**src/rtl/tt_prescale_pkg.sv**
```systemverilog
package tt_prescale_pkg;

    localparam int MAG_W     = 6;
    localparam int CODE_W    = MAG_W + 1;
    localparam int CFG_W     = CODE_W + 1;
    localparam int SEC_W     = 8;
    localparam int MAX_STEPS = (1 << MAG_W) - 2;
    localparam int MAX_ADJ   = 2 * MAX_STEPS;

    localparam logic [SEC_W-1:0] WIN_SEC0 = 8'h00;
    localparam logic [SEC_W-1:0] WIN_SEC1 = 8'h20;
    localparam logic [SEC_W-1:0] WIN_SEC2 = 8'h40;

    typedef struct packed {
        logic             xsel;
        logic             sign;
        logic [MAG_W-1:0] mag;
    } trim_word_t;

    typedef enum logic [1:0] {
        ADJ_NONE = 2'd0,
        ADJ_SLOW = 2'd1,
        ADJ_FAST = 2'd2
    } adj_kind_e;

    typedef struct packed {
        adj_kind_e        kind;
        logic [MAG_W-1:0] steps;
    } adj_t;

    // Signed code to a direction plus a step count (one step = 2 cycles).
    function automatic adj_t decode_trim(input logic sign, input logic [MAG_W-1:0] mag);
        adj_t a;
        a.kind  = ADJ_NONE;
        a.steps = '0;
        if (mag[MAG_W-1:1] != '0) begin
            if (!sign) begin
                a.kind  = ADJ_SLOW;
                a.steps = mag - MAG_W'(1);
            end else begin
                a.kind  = ADJ_FAST;
                a.steps = ~mag + MAG_W'(1);
            end
        end
        return a;
    endfunction

    function automatic logic is_trim_second(input logic [SEC_W-1:0] s);
        return (s == WIN_SEC0) || (s == WIN_SEC1) || (s == WIN_SEC2);
    endfunction

endpackage

```
**src/rtl/tt_trim_decode.sv**
```systemverilog
module tt_trim_decode
    import tt_prescale_pkg::*;
(
    input  logic [CFG_W-1:0] cfg_i,
    output logic             xsel_o,
    output adj_t             adj_o
);
    trim_word_t word;

    assign word   = trim_word_t'(cfg_i);
    assign xsel_o = word.xsel;

    always_comb begin
        adj_o = decode_trim(word.sign, word.mag);
    end

endmodule

```
**src/rtl/tt_len_select.sv**
```systemverilog
module tt_len_select
    import tt_prescale_pkg::*;
#(
    parameter int NOM_A = 32768,
    parameter int NOM_B = 32000,
    parameter int CNT_W = 16
) (
    input  logic             xsel_i,
    input  adj_t             adj_i,
    input  logic [SEC_W-1:0] sec_i,
    output logic [CNT_W-1:0] len_o
);
    logic [CNT_W-1:0] nom;
    logic [CNT_W-1:0] span;
    logic             window;

    generate
        if (NOM_A == NOM_B) begin : g_single_nom
            assign nom = CNT_W'(NOM_A);
        end else begin : g_dual_nom
            assign nom = xsel_i ? CNT_W'(NOM_B) : CNT_W'(NOM_A);
        end
    endgenerate

    assign span   = CNT_W'({adj_i.steps, 1'b0});
    assign window = is_trim_second(sec_i);

    always_comb begin
        len_o = nom;
        if (window) begin
            unique case (adj_i.kind)
                ADJ_SLOW: len_o = nom + span;
                ADJ_FAST: len_o = nom - span;
                default:  len_o = nom;
            endcase
        end
    end

endmodule

```
**src/rtl/tt_sec_counter.sv**
```systemverilog
module tt_sec_counter
    import tt_prescale_pkg::*;
#(
    parameter int NOM_A = 32768,
    parameter int NOM_B = 32000,
    parameter int CNT_W = 16
) (
    input  logic             clk,
    input  logic             rst,
    input  logic             xsel_i,
    input  logic [CNT_W-1:0] len_next_i,
    output logic             tick_o
);
    localparam logic [CNT_W-1:0] LO_A = CNT_W'(NOM_A - MAX_ADJ);
    localparam logic [CNT_W-1:0] HI_A = CNT_W'(NOM_A + MAX_ADJ);
    localparam logic [CNT_W-1:0] LO_B = CNT_W'(NOM_B - MAX_ADJ);
    localparam logic [CNT_W-1:0] HI_B = CNT_W'(NOM_B + MAX_ADJ);

    logic [CNT_W-1:0] cnt_q;
    logic [CNT_W-1:0] len_q;
    logic             xsel_q;
    logic             restart;
    logic             at_start;
    logic             at_end;

    assign restart  = (xsel_i != xsel_q);
    assign at_start = (cnt_q == '0);
    assign at_end   = !at_start && (cnt_q == len_q - CNT_W'(1));
    assign tick_o   = at_end;

    always_ff @(posedge clk) begin
        if (rst) begin
            cnt_q  <= '0;
            len_q  <= '0;
            xsel_q <= xsel_i;
        end else if (restart) begin
            cnt_q  <= '0;
            xsel_q <= xsel_i;
        end else if (at_start) begin
            len_q <= len_next_i;
            cnt_q <= CNT_W'(1);
        end else if (at_end) begin
            cnt_q <= '0;
        end else begin
            cnt_q <= cnt_q + CNT_W'(1);
        end
    end

    // a tick never lasts two cycles
    a_r7_single_tick: assert property (@(posedge clk) disable iff (rst)
        tick_o |=> !tick_o);

    // the running count stays below the latched length
    a_r7_count_in_range: assert property (@(posedge clk) disable iff (rst)
        !at_start |-> (cnt_q < len_q));

    // the first cycle after reset is a second boundary with no tick
    a_r1_start_clean: assert property (@(posedge clk) disable iff (rst)
        $past(rst) |-> (at_start && !tick_o));

    // a crystal change forces the count back to zero
    a_r9_restart: assert property (@(posedge clk) disable iff (rst)
        restart |=> at_start);

    // the latched length is held for the whole second
    a_r8_len_held: assert property (@(posedge clk) disable iff (rst)
        (!at_start && !$past(rst) && ($past(cnt_q) != '0)) |-> $stable(len_q));

    // the latched length lies within the trim span of the active nominal
    a_r2_len_bounds: assert property (@(posedge clk) disable iff (rst)
        !at_start |-> (xsel_q ? (len_q >= LO_B && len_q <= HI_B)
                              : (len_q >= LO_A && len_q <= HI_A)));

endmodule

```
**src/rtl/tt_prescaler.sv**
```systemverilog
module tt_prescaler
    import tt_prescale_pkg::*;
#(
    parameter int NOM_A = 32768,
    parameter int NOM_B = 32000
) (
    input  logic             osc_clk,
    input  logic             rst,
    input  logic [CFG_W-1:0] trim_cfg,
    input  logic [SEC_W-1:0] sec_bcd,
    output logic             sec_tick,
    output logic             clk32_out
);
    localparam int NOM_MAX = (NOM_A > NOM_B) ? NOM_A : NOM_B;
    localparam int CNT_W   = $clog2(NOM_MAX + MAX_ADJ + 1);

    logic             xsel;
    adj_t             adj;
    logic [CNT_W-1:0] len_next;

    tt_trim_decode i_decode (
        .cfg_i  (trim_cfg),
        .xsel_o (xsel),
        .adj_o  (adj)
    );

    tt_len_select #(
        .NOM_A (NOM_A),
        .NOM_B (NOM_B),
        .CNT_W (CNT_W)
    ) i_len (
        .xsel_i (xsel),
        .adj_i  (adj),
        .sec_i  (sec_bcd),
        .len_o  (len_next)
    );

    tt_sec_counter #(
        .NOM_A (NOM_A),
        .NOM_B (NOM_B),
        .CNT_W (CNT_W)
    ) i_count (
        .clk        (osc_clk),
        .rst        (rst),
        .xsel_i     (xsel),
        .len_next_i (len_next),
        .tick_o     (sec_tick)
    );

    // raw oscillator clock, never trimmed
    assign clk32_out = osc_clk;

endmodule

```
**config.mk**
```make
export PLATFORM = sky130hd
export DESIGN_NAME = tt_prescaler
export DESIGN_NICKNAME = d
export VERILOG_FILES = /design/src/rtl/tt_prescale_pkg.sv /design/src/rtl/tt_trim_decode.sv /design/src/rtl/tt_len_select.sv /design/src/rtl/tt_sec_counter.sv /design/src/rtl/tt_prescaler.sv
export SDC_FILE = /design/constraint.sdc
export NUM_CORES = 1
export LEC_CHECK = 0
export BUFFER_PORTS_ARGS = -buffer_cell sky130_fd_sc_hd__buf_4
export CORE_MARGIN = 2
export CORE_UTILIZATION = 25
export DETAILED_ROUTE_END_ITERATION = 8
export SLEW_MARGIN = 40
export SYNTH_ARGS = -nofsm -noshare
export SYNTH_HDL_FRONTEND = slang
export SYNTH_HIERARCHICAL = 1
export SYNTH_SLANG_ARGS = --single-unit
```
**constraint.sdc**
```tcl
create_clock -name osc_clk -period 5.31 [get_ports osc_clk]
set_clock_uncertainty 0.05 [all_clocks]
set_input_delay 1.062 -clock osc_clk [delete_from_list [all_inputs] [get_ports osc_clk]]
set_output_delay 1.062 -clock osc_clk [all_outputs]
set_load 0.02 [all_outputs]
```
Word level (Yosys, flattened, before mapping)
Cells that the tools add are included.

storage, ports and cells
  register bits = 33
  logic and storage cells = 38

cells by class
  add/sub/neg operators = 6
  equal/unequal tests = 6
  multiplexer cells = 9
  bitwise logic cells = 2
  reduce and logical (&&, ||, !) cells = 11

operators with widths
  operator                                                               count
  16-bit two-way mux                                                     2
  16-bit one-hot mux with 2 select lines                                 1
  16-bit by 1-bit adder with 16-bit output, second input constant        1
  16-bit by 7-bit adder with 16-bit output                               1
  16-bit equality test                                                   1
  16-bit logical NOT                                                     1
  8-bit two-way mux                                                      2
  16-bit by 1-bit subtractor with 16-bit output, second input constant   1
  16-bit by 7-bit subtractor with 16-bit output                          1
  8-bit by 6-bit equality test with 1-bit output, second input constant  1
  8-bit by 7-bit equality test with 1-bit output, second input constant  1
  8-bit logical NOT                                                      1
  6-bit by 1-bit adder with 6-bit output, second input constant          1
  6-bit NOT                                                              1
  6-bit by 1-bit subtractor with 6-bit output, second input constant     1
  5-bit nonzero test                                                     1
  1-bit two-way mux                                                      4
  4-bit OR reduction                                                     1
  2-bit by 1-bit equality test with 1-bit output, second input constant  1
  2-bit equality test, second input constant                             1
  1-bit logical OR                                                       2
  2-bit AND reduction                                                    1
  2-bit nonzero test                                                     1
  2-bit OR reduction                                                     1
  4 further kinds                                                        4

Longest topological paths before layout
  depth in word-level cells = 7
  gate-level depth with buffers = 18

By module
The synthesis kept the hierarchy.

by module, submodules not included
  module          instances  cells an instance  area each (µm²)  sequential area each (µm²)
  tt_sec_counter  1          226                2000.7           670.6
  tt_len_select   1          129                877.1            0.0
  tt_trim_decode  1          30                 203.9            0.0
  tt_prescaler    1          1                  7.5              0.0

==> results_dict.tcl <==
set metrics [dict create \
    outcome "completed" \
    fin_hold_ws_ps 496 \
    end_kind "output pin" \
    diodes 0 \
    fillers 1286 \
    vdd_drop_max_mv 0.0982 \
    layout_min_cycle_time_ps 4330 \
    power_leakage_nw 1.38 \
    synth_most_common_cell "nor2_1" \
    grt_pass1_vias 2538 \
    crit_top_cell "nor2_1" \
    finish.utilization 0.294 \
    cp.arrival_ps 3220 \
    antenna_found_initial 0 \
    rsz0062_at_grt "no" \
    setup_viol 0 \
    initial_core_util 0.256 \
    yosys-top-cells-count "nor2_1 (53), xnor2_1 (33), dfxtp_1 (32)" \
    via_count 2615 \
    syn_to_final_growth_pct 14.9 \
    tightestPinTransition_ps 577 \
    synth_async_sr_flop_share 0 \
    whs_endpoint "i_count/len_q[15]" \
    port_buffers 19 \
    dieArea_um2 13300 \
    total_power_uw 900 \
    pin_count 20 \
    drv_cap 0 \
    cts_tree "yes" \
    avgRoutedWirePerCell_um 12.0 \
    worstPathCellList "inv_1, ha_1, or3b_1, nor2_1, xnor2_1, a2111oi_4, nand3_2, or3_1, nor2_1, buf_4" \
    startpoint_type "flop" \
    worst-path-max-fanout 10 \
    synth_fp_nets 416 \
    regToRegSetupSlack_ps 2330 \
    die_h_um 115 \
    synthCells 386 \
    r2r_cells 10 \
    layout_setup_ws_ps 982 \
    final-seq-area_um2 671 \
    slew_violations 0 \
    post_cts_resize_count 0 \
    synth_top_cell_by_area "dfxtp_1" \
    fmax_mhz 231 \
    min-delay-path-class "reg -> reg" \
    power.density_nw_per_um2 254 \
    min_period_over_period 0.815 \
    r2r-end "i_count/cnt_q[2]" \
    finalNonFillerCells 563 \
    layout-drive-gt1-share 0.157 \
    hp-start "i_count/len_q[15]" \
    required_ps 4200 \
    rows 40 \
    slew_headroom 0.614 \
    pre_cts_ws_ps 601 \
    grt_first_pass_wirelength_mm 11.9 \
    ys.flop_type "dfxtp_1" \
    via_per_inst 4.64 \
    whs_path_depth 2 \
    yosysUniqueCellTypes 64 \
    gp_congestion 0.812 \
    hold_viol 0 \
    synth_area_um2 3090 \
    synth_edf_count 1 \
    drcViolationCount 0 \
    core_area_um2 12100 \
    final_nets 424 \
    synth_top_area_frac 0.207 \
    postCtsSetupBuffers 0 \
    yosysWarnings 6 \
    yosys-top-cells-area "dfxtp_1 (21%), xnor2_1 (9.4%), mux2i_1 (6.8%), nor2_1 (6.4%), xor2_1 (5.4%)" \
    crit_slowest_cell "or3b_1" \
    synth_seq_area_share 0.217 \
    routed_wirelength_mm 6.78 \
    cts_hold_buf 0 \
    crit_type "reg -> out" \
    grt_max_degree 18 \
    slowest_delay_ps 530 \
    avgSynthCellArea_um2 8.00 \
    clk_pin_slew_ps 50 \
    die-width_um 115 \
    ant_nets 0 \
    grt_usage 0.113 \
    multi_input_area_um2 2220 \
    placed_cell_area_um2 3320 \
    drt_first_pass_iters 4 \
    synth_seq_cells 33 \
    drtIter0Drc 117 \
    final_cell_area_um2 3550 \
    tns_ps 0 \
    place_inst 551 \
    insertion_delay_ps 390 \
    grt_overflow 0 \
    reg2reg_from "i_count/len_q[0]" \
    dpl.hpwl_mm 5.23 \
]
-- placed cells by master (no fill, tap or decap), types with 3 or more instances in the layout --
| cell type | count |
|---|---|
| nor2_1 | 53 |
| xnor2_1 | 33 |
| xor2_1 | 19 |
| or2_2 | 5 |
| nor4_1 | 6 |
| nor2b_1 | 6 |
| nand2_1 | 18 |
| clkbuf_16 | 8 |
| nand2b_1 | 3 |
| a31oi_1 | 5 |
| or4_4 | 3 |
| dfxtp_1 | 32 |
| or3_1 | 5 |
| a21o_1 | 9 |
| ha_1 | 12 |
| buf_4 | 21 |
| mux2i_1 | 21 |
| nor3_1 | 10 |
| nand4_1 | 7 |
| and3_1 | 8 |
| inv_1 | 16 |
| o21ai_0 | 7 |
| a21oi_1 | 9 |
| nand3_1 | 11 |
| nor2_2 | 10 |
-- layer usage --
metal / vias up / track usage / part of all wire
li1: 1375 / - / -
met1: 1199 / 0.138 / 0.48
met5: - / 0 / 0
met3: 10 / 0.0258 / 0.027
met2: 31 / 0.188 / 0.47
met4: 0 / 0.0522 / 0.021
-- worst max-delay path, delay by kind of cell, from the launching register on --
family	cells	cell delay (ps)
buf+inv	2	250
simple gates	5	1430
xor+xnor	1	120
compound gates	1	360
flops	1	380
fa+ha+maj	1	270
-- layout make-up --
type                       count  share of cell area
clock buffer                  10              0.0596
multi-input combinational    313               0.627
clock inverter                 2             0.00282
tap                          168              0.0592
sequential                    33               0.189
timing repair buffer          21              0.0455
inverter                      16              0.0169
-- worst max-delay path by stage --
stage / startpoint / end / slack [ps] / cells past startpoint
floorplan: trim_cfg[3] / i_count/len_q[13] / 1020 / 14
finish: i_count/len_q[0] / sec_tick / 980 / 10
global route: trim_cfg[3] / i_count/len_q[14] / 770 / 17
CTS: trim_cfg[3] / i_count/len_q[11] / 980 / 14
detailed placement: trim_cfg[3] / i_count/len_q[11] / 600 / 14
global placement: trim_cfg[3] / i_count/len_q[11] / 750 / 14
-- logic make-up after synthesis --
family,share of synthesized area
and+or+nand+nor,0.304
AOI/OAI and AO/OA,0.149
xor gates and xnor gates,0.147
buffers and inverters,0.0644
DFF,0.217
muxes,0.0680
adders and majority gates,0.0486
other,0.00121
-- report_power, final --
group | leakage [nW] | switching [mW] | internal (mW)
Clock | 0.112 | 0.129 | 0.277
Combinational | 1.00 | 0.127 | 0.0993
Sequential | 0.270 | 0.00994 | 0.257
-- registers in the layout (all words and copies together) (netlist names) --
register and count:
i_count/cnt_q 16, i_count/len_q 16, i_count/xsel_q 1
Power figures use the tool's default switching activity.
